[config.mk]
export PLATFORM = sky130hd
export DESIGN_NAME = vrc_reserve_top
export DESIGN_NICKNAME = d
export VERILOG_FILES = /design/src/rtl/vrc_pkg.sv /design/src/rtl/vrc_reg_timer.sv /design/src/rtl/vrc_unit_timer.sv /design/src/rtl/vrc_issue_ctrl.sv /design/src/rtl/vrc_reserve_top.sv
export SDC_FILE = /design/constraint.sdc
export NUM_CORES = 1
export LEC_CHECK = 0
export ABC_AREA = 0
export BUFFER_PORTS_ARGS = -buffer_cell sky130_fd_sc_hd__buf_2
export CAP_MARGIN = 20
export CORE_UTILIZATION = 45
export CTS_BUF_LIST = sky130_fd_sc_hd__clkbuf_4 sky130_fd_sc_hd__clkbuf_8
export DETAILED_ROUTE_END_ITERATION = 10
export PLACE_DENSITY = 0.67
export SYNTH_ARGS = -nofsm -noshare
export SYNTH_HDL_FRONTEND = slang
export SYNTH_SLANG_ARGS = --single-unit
[constraint.sdc]
create_clock -name clk -period 3.65 [get_ports clk]
set_clock_uncertainty 0.1 [all_clocks]
set_input_delay 0.1825 -clock clk [delete_from_list [all_inputs] [get_ports clk]]
set_output_delay 0.1825 -clock clk [all_outputs]
set_load 0.02 [all_outputs]
[src/rtl/vrc_pkg.sv]
package vrc_pkg;
  localparam int NUNIT      = 5;
  localparam int UNIT_W     = 3;
  localparam int MAX_STAGES = 7;

  typedef enum logic [UNIT_W-1:0] {
    FU_IADD = 3'd0,
    FU_SHN  = 3'd1,
    FU_SHW  = 3'd2,
    FU_FADD = 3'd3,
    FU_FMUL = 3'd4
  } fu_e;

  // pipeline depth of each unit
  function automatic int fu_stages(input logic [UNIT_W-1:0] u);
    case (u)
      FU_IADD: return 3;
      FU_SHN:  return 3;
      FU_SHW:  return 4;
      FU_FADD: return 6;
      FU_FMUL: return 7;
      default: return 0;
    endcase
  endfunction

  // cycle after issue in which a consumer may chain
  function automatic int fu_chain_slot(input logic [UNIT_W-1:0] u);
    case (u)
      FU_IADD: return 8;
      FU_SHN:  return 8;
      FU_SHW:  return 9;
      FU_FADD: return 11;
      FU_FMUL: return 12;
      default: return 1;
    endcase
  endfunction
endpackage

[src/rtl/vrc_reg_timer.sv]
module vrc_reg_timer #(
  parameter int CNT_W = 7
) (
  input  logic             clk,
  input  logic             rst_n,
  input  logic             ld_dst,
  input  logic             ld_src,
  input  logic [CNT_W-1:0] dst_len,
  input  logic [CNT_W-1:0] src_len,
  input  logic [CNT_W-1:0] chain_at,
  output logic             busy,
  output logic             chain_open
);
  logic [CNT_W-1:0] rem, cat, dec, merged;
  logic             is_dst;

  assign dec    = (rem == '0) ? '0 : rem - 1'b1;
  // a chained source keeps the longer of the two reservations
  assign merged = (src_len > dec) ? src_len : dec;

  always_ff @(posedge clk or negedge rst_n) begin
    if (!rst_n) begin
      rem    <= '0;
      cat    <= '0;
      is_dst <= 1'b0;
    end else if (ld_dst) begin
      rem    <= dst_len;
      cat    <= chain_at;
      is_dst <= 1'b1;
    end else if (ld_src) begin
      rem    <= merged;
      is_dst <= 1'b0;
    end else begin
      rem    <= dec;
    end
  end

  assign busy       = (rem != '0);
  assign chain_open = is_dst && (rem == cat) && busy;
endmodule

[src/rtl/vrc_unit_timer.sv]
module vrc_unit_timer #(
  parameter int CNT_W = 7
) (
  input  logic             clk,
  input  logic             rst_n,
  input  logic             ld,
  input  logic [CNT_W-1:0] len,
  output logic             busy
);
  logic [CNT_W-1:0] rem;

  always_ff @(posedge clk or negedge rst_n) begin
    if (!rst_n)          rem <= '0;
    else if (ld)         rem <= len;
    else if (rem != '0)  rem <= rem - 1'b1;
  end

  assign busy = (rem != '0);
endmodule

[src/rtl/vrc_issue_ctrl.sv]
module vrc_issue_ctrl
  import vrc_pkg::*;
#(
  parameter int NREG      = 8,
  parameter int REG_W     = 3,
  parameter int VL_W      = 7,
  parameter int CNT_W     = 7,
  parameter int SETUP_CYC = 3,
  parameter int SHUT_CYC  = 3
) (
  input  logic              issue_valid,
  input  logic [UNIT_W-1:0] unit_sel,
  input  logic [REG_W-1:0]  dst_reg,
  input  logic [REG_W-1:0]  src_a_reg,
  input  logic [REG_W-1:0]  src_b_reg,
  input  logic [VL_W-1:0]   vec_len,
  input  logic              chain_en,
  input  logic [NREG-1:0]   reg_busy,
  input  logic [NREG-1:0]   chain_open,
  input  logic [NUNIT-1:0]  unit_busy,
  output logic              issue_ready,
  output logic              fire,
  output logic [CNT_W-1:0]  dst_len,
  output logic [CNT_W-1:0]  src_len,
  output logic [CNT_W-1:0]  chain_at
);
  logic unit_known, unit_held, a_ok, b_ok;
  int   stages, slot;

  always_comb begin
    unit_known = 1'b0;
    unit_held  = 1'b0;
    for (int u = 0; u < NUNIT; u++) begin
      if (unit_sel == UNIT_W'(u)) begin
        unit_known = 1'b1;
        unit_held  = unit_busy[u];
      end
    end
  end

  assign stages = fu_stages(unit_sel);
  assign slot   = fu_chain_slot(unit_sel);

  assign a_ok = !reg_busy[src_a_reg] || (chain_en && chain_open[src_a_reg]);
  assign b_ok = !reg_busy[src_b_reg] || (chain_en && chain_open[src_b_reg]);

  assign issue_ready = unit_known && !unit_held && !reg_busy[dst_reg] && a_ok && b_ok;
  assign fire        = issue_valid && issue_ready;

  assign dst_len  = CNT_W'(SETUP_CYC + stages + int'(vec_len) - 1 + SHUT_CYC);
  assign src_len  = CNT_W'(SETUP_CYC + int'(vec_len));
  assign chain_at = CNT_W'(SETUP_CYC + stages + int'(vec_len) + SHUT_CYC - slot);
endmodule

[src/rtl/vrc_reserve_top.sv]
module vrc_reserve_top
  import vrc_pkg::*;
#(
  parameter int NREG      = 8,
  parameter int MAX_VL    = 64,
  parameter int SETUP_CYC = 3,
  parameter int SHUT_CYC  = 3,
  localparam int REG_W    = $clog2(NREG),
  localparam int VL_W     = $clog2(MAX_VL + 1),
  localparam int CNT_W    = $clog2(MAX_VL + MAX_STAGES + SETUP_CYC + SHUT_CYC + 1)
) (
  input  logic              clk,
  input  logic              rst_n,
  input  logic              issue_valid,
  output logic              issue_ready,
  output logic              stall,
  input  logic [UNIT_W-1:0] unit_sel,
  input  logic [REG_W-1:0]  dst_reg,
  input  logic [REG_W-1:0]  src_a_reg,
  input  logic [REG_W-1:0]  src_b_reg,
  input  logic [VL_W-1:0]   vec_len,
  input  logic              chain_en,
  output logic [NREG-1:0]   reg_busy,
  output logic [NREG-1:0]   chain_open
);
  logic             fire;
  logic [CNT_W-1:0] dst_len, src_len, chain_at;
  logic [NUNIT-1:0] unit_busy;

  vrc_issue_ctrl #(
    .NREG(NREG), .REG_W(REG_W), .VL_W(VL_W), .CNT_W(CNT_W),
    .SETUP_CYC(SETUP_CYC), .SHUT_CYC(SHUT_CYC)
  ) u_ctrl (
    .issue_valid(issue_valid), .unit_sel(unit_sel), .dst_reg(dst_reg),
    .src_a_reg(src_a_reg), .src_b_reg(src_b_reg), .vec_len(vec_len),
    .chain_en(chain_en), .reg_busy(reg_busy), .chain_open(chain_open),
    .unit_busy(unit_busy), .issue_ready(issue_ready), .fire(fire),
    .dst_len(dst_len), .src_len(src_len), .chain_at(chain_at)
  );

  assign stall = issue_valid && !issue_ready;

  for (genvar r = 0; r < NREG; r++) begin : g_reg
    logic ld_dst, ld_src;
    assign ld_dst = fire && (dst_reg == REG_W'(r));
    assign ld_src = fire && ((src_a_reg == REG_W'(r)) || (src_b_reg == REG_W'(r)));
    vrc_reg_timer #(.CNT_W(CNT_W)) u_tmr (
      .clk(clk), .rst_n(rst_n), .ld_dst(ld_dst), .ld_src(ld_src),
      .dst_len(dst_len), .src_len(src_len), .chain_at(chain_at),
      .busy(reg_busy[r]), .chain_open(chain_open[r])
    );
  end

  for (genvar u = 0; u < NUNIT; u++) begin : g_unit
    logic ld;
    assign ld = fire && (unit_sel == UNIT_W'(u));
    vrc_unit_timer #(.CNT_W(CNT_W)) u_tmr (
      .clk(clk), .rst_n(rst_n), .ld(ld), .len(src_len), .busy(unit_busy[u])
    );
  end
endmodule

==> run metrics, run 1 <==
outcome=completed; Req. time, crit path=3.37 ns; Clk pwr share=21.3%; final antenna-violating net count=0; width of the die=162.1 um; Synth top area share=33.62%; switch share=41.67%; dominant cell type by area after synthesis=dfrtp_1; Crit. Startpoint=g_reg[3].u_tmr.rem[0]; I/O pin count=41; register area share after synthesis=33.62%; H-tree level count=4; core area=0.02518 mm2; met3 Usage GRT=4.520%; pre-CTS WS=-0.01240 ns; drt via density=6.048; Final period util=96.75%; Comb pwr share=42.9%; layout cell share with drive strength beyond 1=18.52%; full die area=0.02628 mm2; met1 Track Usage GR=38.61%; Pins Over Slew Limit=0; fillers=2284; CTS Root Cell=clkbuf_8; power share of the sequential group=35.7%; vias in the first global route=10183; die height=162.1 um; layer with the highest usage=met2; cell area after synthesis=0.01154 mm2; grt total ovfl=0; syn_area_per_cell=8.834 um2; top_reg_cell synth=dfrtp_1; yosys warns=0; Pleak=5.827 nW; clock slew at reported path FFs=0.10 ns; DRT Pass-1 Iters=6; Adder-Cell Fraction of Synth Area=9.348%; initial antenna violation count=1; Netlist cell types=74; Final Hold Vio Count=0; placed cells=1695; Post-Route WL=37.06 mm; routability congestion estimate=0.9699; Buffers on Ports=40; # rows=58; pwr/cell area=525.4 mW/mm2; CTS tree=built; register bit total from synthesis=155; synth top area cells=dfrtp_1, ha_1, xnor2_1; Finished Layout Cells=1740; largest fanout on the critical path=7; RSZ-0062 raised after global routing=true; final net count=1504; largest family of logic cells by synthesized area=simple AND/OR/NAND/NOR gates; Psw=2.891 mW; Clock Latency Late Sink=0.49 ns; syn nets=1414; P_int=4.047 mW; routed vias=10524; post-DP HPWL=26.89 mm; Avg WL per Cell=21.30 um; Initial Util=45.82%; Slew headroom=24.43%; share of flip-flops with an asynchronous set or reset=100.0%; pin count of the biggest net entering global routing=79; Post-Synth XOR/XNOR Area=9.392%; critical path arrival=3.25 ns; 1st-iter DRT viols=904; met2 Use GR=45.03%; worst hold path type=in2reg; hold path startpoint=unit_sel[2]; kind of critical path=reg2out; Worst Slack Setup Final=0.1187 ns; Critical Path Source Type=flip-flop; Post-synth EDFFs=0; Synth Instances=1306; Synth Area in Compound Gates=18.45%; Final Critical Period=3.531 ns; first-pass GRT wire length=57.60 mm; worst-margin pin slew=1.130 ns; all-layer global routing usage=28.97%; VDD IR max=263.1 uV; post-synthesis mux area share=5.336%; fmax=283.2 MHz; P&R area growth vs syn=14.46%; Clock Sinks=155; max cap viols=0; worst r2r src=g_reg[3].u_tmr.rem[0]; DRC errors left=0; Crit. End Element=output port; final setup fails=0; clock tree buffer depth=2; cts bufs inserted=17; post-synthesis simple-gate area fraction=18.49%
[worst max-delay path: stages (launching register included)]
cell	delay, ns
dfrtp_1	0.46
inv_1	0.08
ha_1	0.22
nor3b_1	0.16
and2_1	0.16
buf_4	0.17
a221oi_1	0.49
a2bb2oi_1	0.36
nor3_1	0.08
nand3_1	0.10
nor3_1	0.06
buf_4	0.15
nor2b_1	0.11
buf_4	0.15
[per-stage QoR]
stage | power [mW] | hold slack, ns | utilization (%) | instance area [um2] | setup TNS [ns]
after CTS | 6.828 | 0.1418 | 51.70 | 13020 | 0
after global routing | 7.367 | 0.1629 | 52.44 | 13210 | -0.2106
after detailed placement | 5.352 | 0.1833 | 49.77 | 12530 | -0.01240
after global placement | 5.276 | 0.1789 | 49.77 | 12530 | 0
final | 6.938 | 0.1529 | 52.44 | 13210 | 0
after floorplan | 4.379 | -0.2131 | - | 11540 | 0
[path summary, 6_finish.rpt]
path,end,cells after the start,slack (ns)
max in group asynchronous,g_reg[0].u_tmr.cat[3],3,2.39
min,g_unit[1].u_tmr.rem[4],4,0.15
min in group asynchronous,g_reg[7].u_tmr.rem[2],2,0.19
max reg2reg,g_reg[7].u_tmr.rem[0],14,0.12
min reg2reg,g_unit[2].u_tmr.rem[0],1,0.38
max,stall,13,0.12
[power by group through the flow]
stage	clock network [mW]	registers, mW	logic, mW
after floorplan	0	2.36	2.01
after global placement	0	2.49	2.78
after detailed placement	0	2.50	2.85
after CTS	1.48	2.47	2.88
after global routing	1.56	2.52	3.28
final	1.48	2.48	2.98
[layer usage]
| layer | vias up | share of wire, % |
|---|---|---|
| li1 | 4864 | - |
| met1 | 5103 | 43 |
| met2 | 450 | 45 |
| met3 | 107 | 7.1 |
| met4 | 0 | 5.2 |
| met5 | - | 0 |
[cells in the mapped netlist (all sizes together), types with 30 or more instances]
master and count:
a21oi 73, a22oi 30, buf 35, clkbuf 31
dfrtp 155, ha 83, inv 74, mux2 36
nand2 99, nand3 31, nor2 97, nor3 43
o21ai 104, xnor2 81, xor2 40
[sequential cells by signal, summed over array words and instances (netlist names)]
name	count
g.u_tmr.rem	56
g.u_tmr.cat	56
g.u_tmr.is_dst	8
g_unit.u_tmr.rem	35
[final cells by class]
type	instances	area, um2	share of cell area (%)
Sequential cell	155	3879	29.37
Clock buffer	19	255.2	1.933
Clock inverter	13	178.9	1.355
Timing Repair Buffer	137	1010	7.646
Tap cell	330	412.9	3.127
Antenna cell	1	2.502	0.01895
Multi-Input combinational cell	1009	7182	54.39
Inverter	76	285.3	2.160
[layout by cell type, fill, tap and decap left out, types with 6 or more instances in the layout]
master      n
mux2_2     36
a21o_1     22
clkbuf_8   18
or2_2       6
nand2_1    99
o211ai_1    6
dfrtp_1   155
o31a_1      7
o22ai_1    19
nand4_1    26
buf_4      90
xor2_1     40
xnor2_1    81
a22oi_1    30
or3_1      17
o21bai_1   22
o21ai_0   102
ha_1       83
nor2_1     88
mux2i_1    12
nand3_1    29
a21oi_1    73
nor3_1     41
o31ai_1    11
and2_1      6
nand2b_1    9
nor4_1     19
buf_2      38
nor2b_1    22
inv_1      70
[logic make-up after synthesis]
group,Yosys count
AOI/OAI and AO/OA,339
xor gates and xnor gates,122
adders and majority gates,85
buffers and inverters,142
DFF,155
muxes,52
and+or+nand+nor,411
[repair_timing]
action / CTS / global route
hold buffers: 1 / 0
buffers inserted: 3 / 8
endpoints found under the hold margin: 76 / 0
setup endpoints to repair: 3 / 98
pin swaps: 3 / 5
resized for setup: 5 / 32
Note: power is estimated with default switching activity, not from simulation.
==> run 2, diff against run 1 <==
--- a/config.mk
+++ b/config.mk
@@ -14,4 +14,5 @@
 export PLACE_DENSITY = 0.67
 export SYNTH_ARGS = -nofsm -noshare
 export SYNTH_HDL_FRONTEND = slang
+export SYNTH_HIERARCHICAL = 1
 export SYNTH_SLANG_ARGS = --single-unit
==> run metrics, run 2 <==
Pleak=6.450 nW (was 5.827 nW); RSZ-0062 raised after global routing=true (unchanged); full die area=0.02678 mm2 (was 0.02628 mm2); Post-Route WL=34.34 mm (was 37.06 mm); max cap viols=0 (unchanged); Synth top area share=32.99% (was 33.62%); routed vias=10029 (was 10524); Critical Path Source Type=flip-flop (unchanged); routability congestion estimate=0.8895 (was 0.9699); die height=163.7 um (was 162.1 um); # rows=58 (unchanged); violated checks=negative setup slack; largest fanout on the critical path=8 (was 7); yosys warns=6 (was 0); Pins Over Slew Limit=0 (unchanged); register bit total from synthesis=155 (unchanged); worst r2r src=g_reg[0].u_tmr/rem[0] (was g_reg[3].u_tmr.rem[0]); Final period util=108.5% (was 96.75%); layout cell share with drive strength beyond 1=35.26% (was 18.52%); clock tree buffer depth=2 (unchanged); share of flip-flops with an asynchronous set or reset=100.0% (unchanged); pre-CTS WS=-0.3087 ns (was -0.01240 ns); syn_area_per_cell=9.783 um2 (was 8.834 um2); VDD IR max=418.1 uV (was 263.1 uV); biggest regs=g.u_tmr/cat x56, g.u_tmr/rem x56, g_unit.u_tmr/rem x35 (was g.u_tmr.cat x56, g.u_tmr.rem x56, g_unit.u_tmr.rem x35); core area=0.02540 mm2 (was 0.02518 mm2); Netlist cell types=67 (was 74); most common cell after layout, fill and taps aside=buf_4 (was dfrtp_1); synth top area cells=dfrtp_1, ha_1, xnor2_1 (unchanged); DP Area=0.01375 mm2 (was 0.01253 mm2); Synth Instances=1202 (was 1306); worst reg-to-reg setup slack=-0.31 ns (was 0.12 ns); register area share after synthesis=32.99% (was 33.62%); pwr/cell area=653.5 mW/mm2 (was 525.4 mW/mm2); Clock Sinks=155 (unchanged); commonest cells in the netlist=dfrtp_1, inv_1, nand2_1 (was dfrtp_1, o21ai_0, nand2_1); drt via density=5.606 (was 6.048); Clock Latency Late Sink=0.48 ns (was 0.49 ns); Req. time, crit path=3.92 ns (was 3.37 ns); P&R area growth vs syn=28.12% (was 14.46%); H-tree level count=4 (unchanged); Final Critical Period=3.961 ns (was 3.531 ns); DRC errors left=0 (unchanged); DRT Pass-1 Iters=5 (was 6); vias in the first global route=10029 (was 10183); top_reg_cell synth=dfrtp_1 (unchanged); 1st-iter DRT viols=604 (was 904); WHS=0.1537 ns (was 0.1529 ns); critical path arrival=4.23 ns (was 3.25 ns); final antenna-violating net count=0 (unchanged); Buffers on Ports=40 (unchanged); Worst Slack Setup Final=-0.3105 ns (was 0.1187 ns); kind of critical path=reg2reg (was reg2out); CTS tree=built (unchanged); final net count=1554 (was 1504); Post-synth EDFFs=0 (unchanged); cts bufs inserted=17 (unchanged); worst-margin pin slew=0.6488 ns (was 1.130 ns); first-pass GRT wire length=53.32 mm (was 57.60 mm); reg2reg path depth=17 (was 14); Initial Util=46.30% (was 45.82%); Slew headroom=56.75% (was 24.43%); worst hold path type=in2async (was in2reg); Crit. End Element=flip-flop (was output port); count leader, synth=dfrtp_1 (unchanged); outcome=finished with violations (was completed); grt total ovfl=0 (unchanged); fillers=2114 (was 2284); width of the die=163.7 um (was 162.1 um); Avg WL per Cell=19.19 um (was 21.30 um); initial antenna violation count=5 (was 1); r2r endpoint=g_reg[6].u_tmr/rem[4] (was g_reg[7].u_tmr.rem[0]); total power=9.845 mW (was 6.938 mW); I/O pin count=41 (unchanged); commonest non-fill, non-tap cells in the layout=buf_4, dfrtp_1, inv_1 (was dfrtp_1, o21ai_0, nand2_1); cell area after synthesis=0.01176 mm2 (was 0.01154 mm2); CTS Root Cell=clkbuf_8 (unchanged); clock slew at reported path FFs=0.09 ns (was 0.10 ns); all-layer global routing usage=26.16% (was 28.97%); dominant cell type by area after synthesis=dfrtp_1 (unchanged); post-DP HPWL=23.05 mm (was 26.89 mm); final setup fails=150 (was 0); final instance area=0.01507 mm2 (was 0.01321 mm2); pin count of the biggest net entering global routing=71 (was 79); syn nets=1314 (was 1414); Final Hold Vio Count=0 (unchanged); fmax=252.5 MHz (was 283.2 MHz)
[run 2: cell count changes after synthesis, sizes merged, moves of 18 or more]
cell | previous run | this run
mux2 | 36 | 56
clkbuf | 31 | 13
inv | 74 | 112
a22oi | 30 | 0
mux2i | 12 | 50
nor3 | 43 | 17
nor2 | 97 | 58
o21bai | 23 | 0
buf | 35 | 10
o21ai | 104 | 74
[run 2: worst max-delay path, stage by stage (launching register included)]
cell and delay (ns):
dfrtp_1 0.39, inv_1 0.07, ha_2 0.17, or3b_4 0.40, nor4_4 0.20, inv_2 0.11
mux4_2 0.47, nand2b_1 0.12, a21oi_2 0.04, a31oi_1 0.15, and4_4 0.25, and2_4 0.25
nand2_1 0.17, o22ai_4 0.21, o21ai_1 0.14, a21oi_4 0.28, mux2i_1 0.24, o21ai_0 0.09
[run 2: worst max path at each step]
| stage | startpoint | endpoint | slack [ns] | cells past startpoint |
|---|---|---|---|---|
| 2_1_floorplan | g_reg[3].u_tmr/rem[0] | g_reg[1].u_tmr/rem[4] | -0.32 | 18 |
| 3_3_place_gp | g_reg[3].u_tmr/rem[0] | g_reg[1].u_tmr/rem[1] | -0.18 | 17 |
| 3_5_place_dp | g_reg[3].u_tmr/rem[0] | g_reg[0].u_tmr/rem[2] | -0.31 | 17 |
| 4_1_cts | g_reg[0].u_tmr/rem[0] | g_reg[4].u_tmr/rem[1] | -0.24 | 17 |
| 5_1_grt | g_reg[0].u_tmr/rem[0] | g_reg[3].u_tmr/rem[1] | -0.45 | 19 |
| 6_report | g_reg[0].u_tmr/rem[0] | g_reg[6].u_tmr/rem[4] | -0.31 | 17 |
[run 2: kinds of logic (layout without fill, tap and decap cells)]
| kind of cell | after synthesis | after routing | synth area share [%] |
|---|---|---|---|
| fa+ha+maj | 90 | 90 | 9.694 |
| buf+inv | 135 | 387 | 4.405 |
| mux | 117 | 117 | 11.89 |
| simple gates | 345 | 346 | 18.29 |
| compound gates | 252 | 252 | 14.58 |
| flops | 155 | 155 | 32.99 |
| other cells | 0 | 4 | 0 |
| xor+xnor | 108 | 108 | 8.161 |
[run 2: final cells by class]
type                    instances  area (um2)  area share, %
repair buffers                243        2014          13.37
inverters                     112       420.4          2.790
clock buffers                  21       270.3          1.794
well taps                     330       412.9          2.741
multi-input cells             913        7938          52.69
diodes                          4       10.01        0.06644
flip-flops and latches        155        3879          25.75
clock inverters                11       121.4         0.8056
[run 2: stage by stage]
stage          setup TNS (ns)  cells  util [%]
2_1_floorplan          -26.19   1202         -
3_3_place_gp           -7.139   1713     54.14
3_5_place_dp           -17.55   1713     54.14
4_1_cts                -14.74   1769     57.51
5_1_grt                -44.37   1786     59.29
6_report               -25.39   1789     59.32
[run 2: routing by layer]
layer  global-route usage (%)  part of all wire, %  up-vias
li1                         -                    -     4782
met3                    4.926                  4.7       69
met4                    9.343                  2.8        2
met5                        0                0.032        -
met2                    43.09                   47      237
met1                    34.11                   45     4939
[run 2: what timing repair did]
action / in CTS / in global routing
cloned: 4 / 3
hold buffers: 1 / 0
gates resized for setup: 58 / 69
endpoints found under the hold margin: 61 / 0
pin swaps: 15 / 12
setup endpoints to repair: 144 / 157
setup buffers: 25 / 13
[run 2: power by group]
| group | switching, mW | internal [mW] | total (mW) |
|---|---|---|---|
| sequential | 0.524 | 2.25 | 2.77 |
| combinational | 3.05 | 2.67 | 5.73 |
| clock | 0.701 | 0.645 | 1.35 |
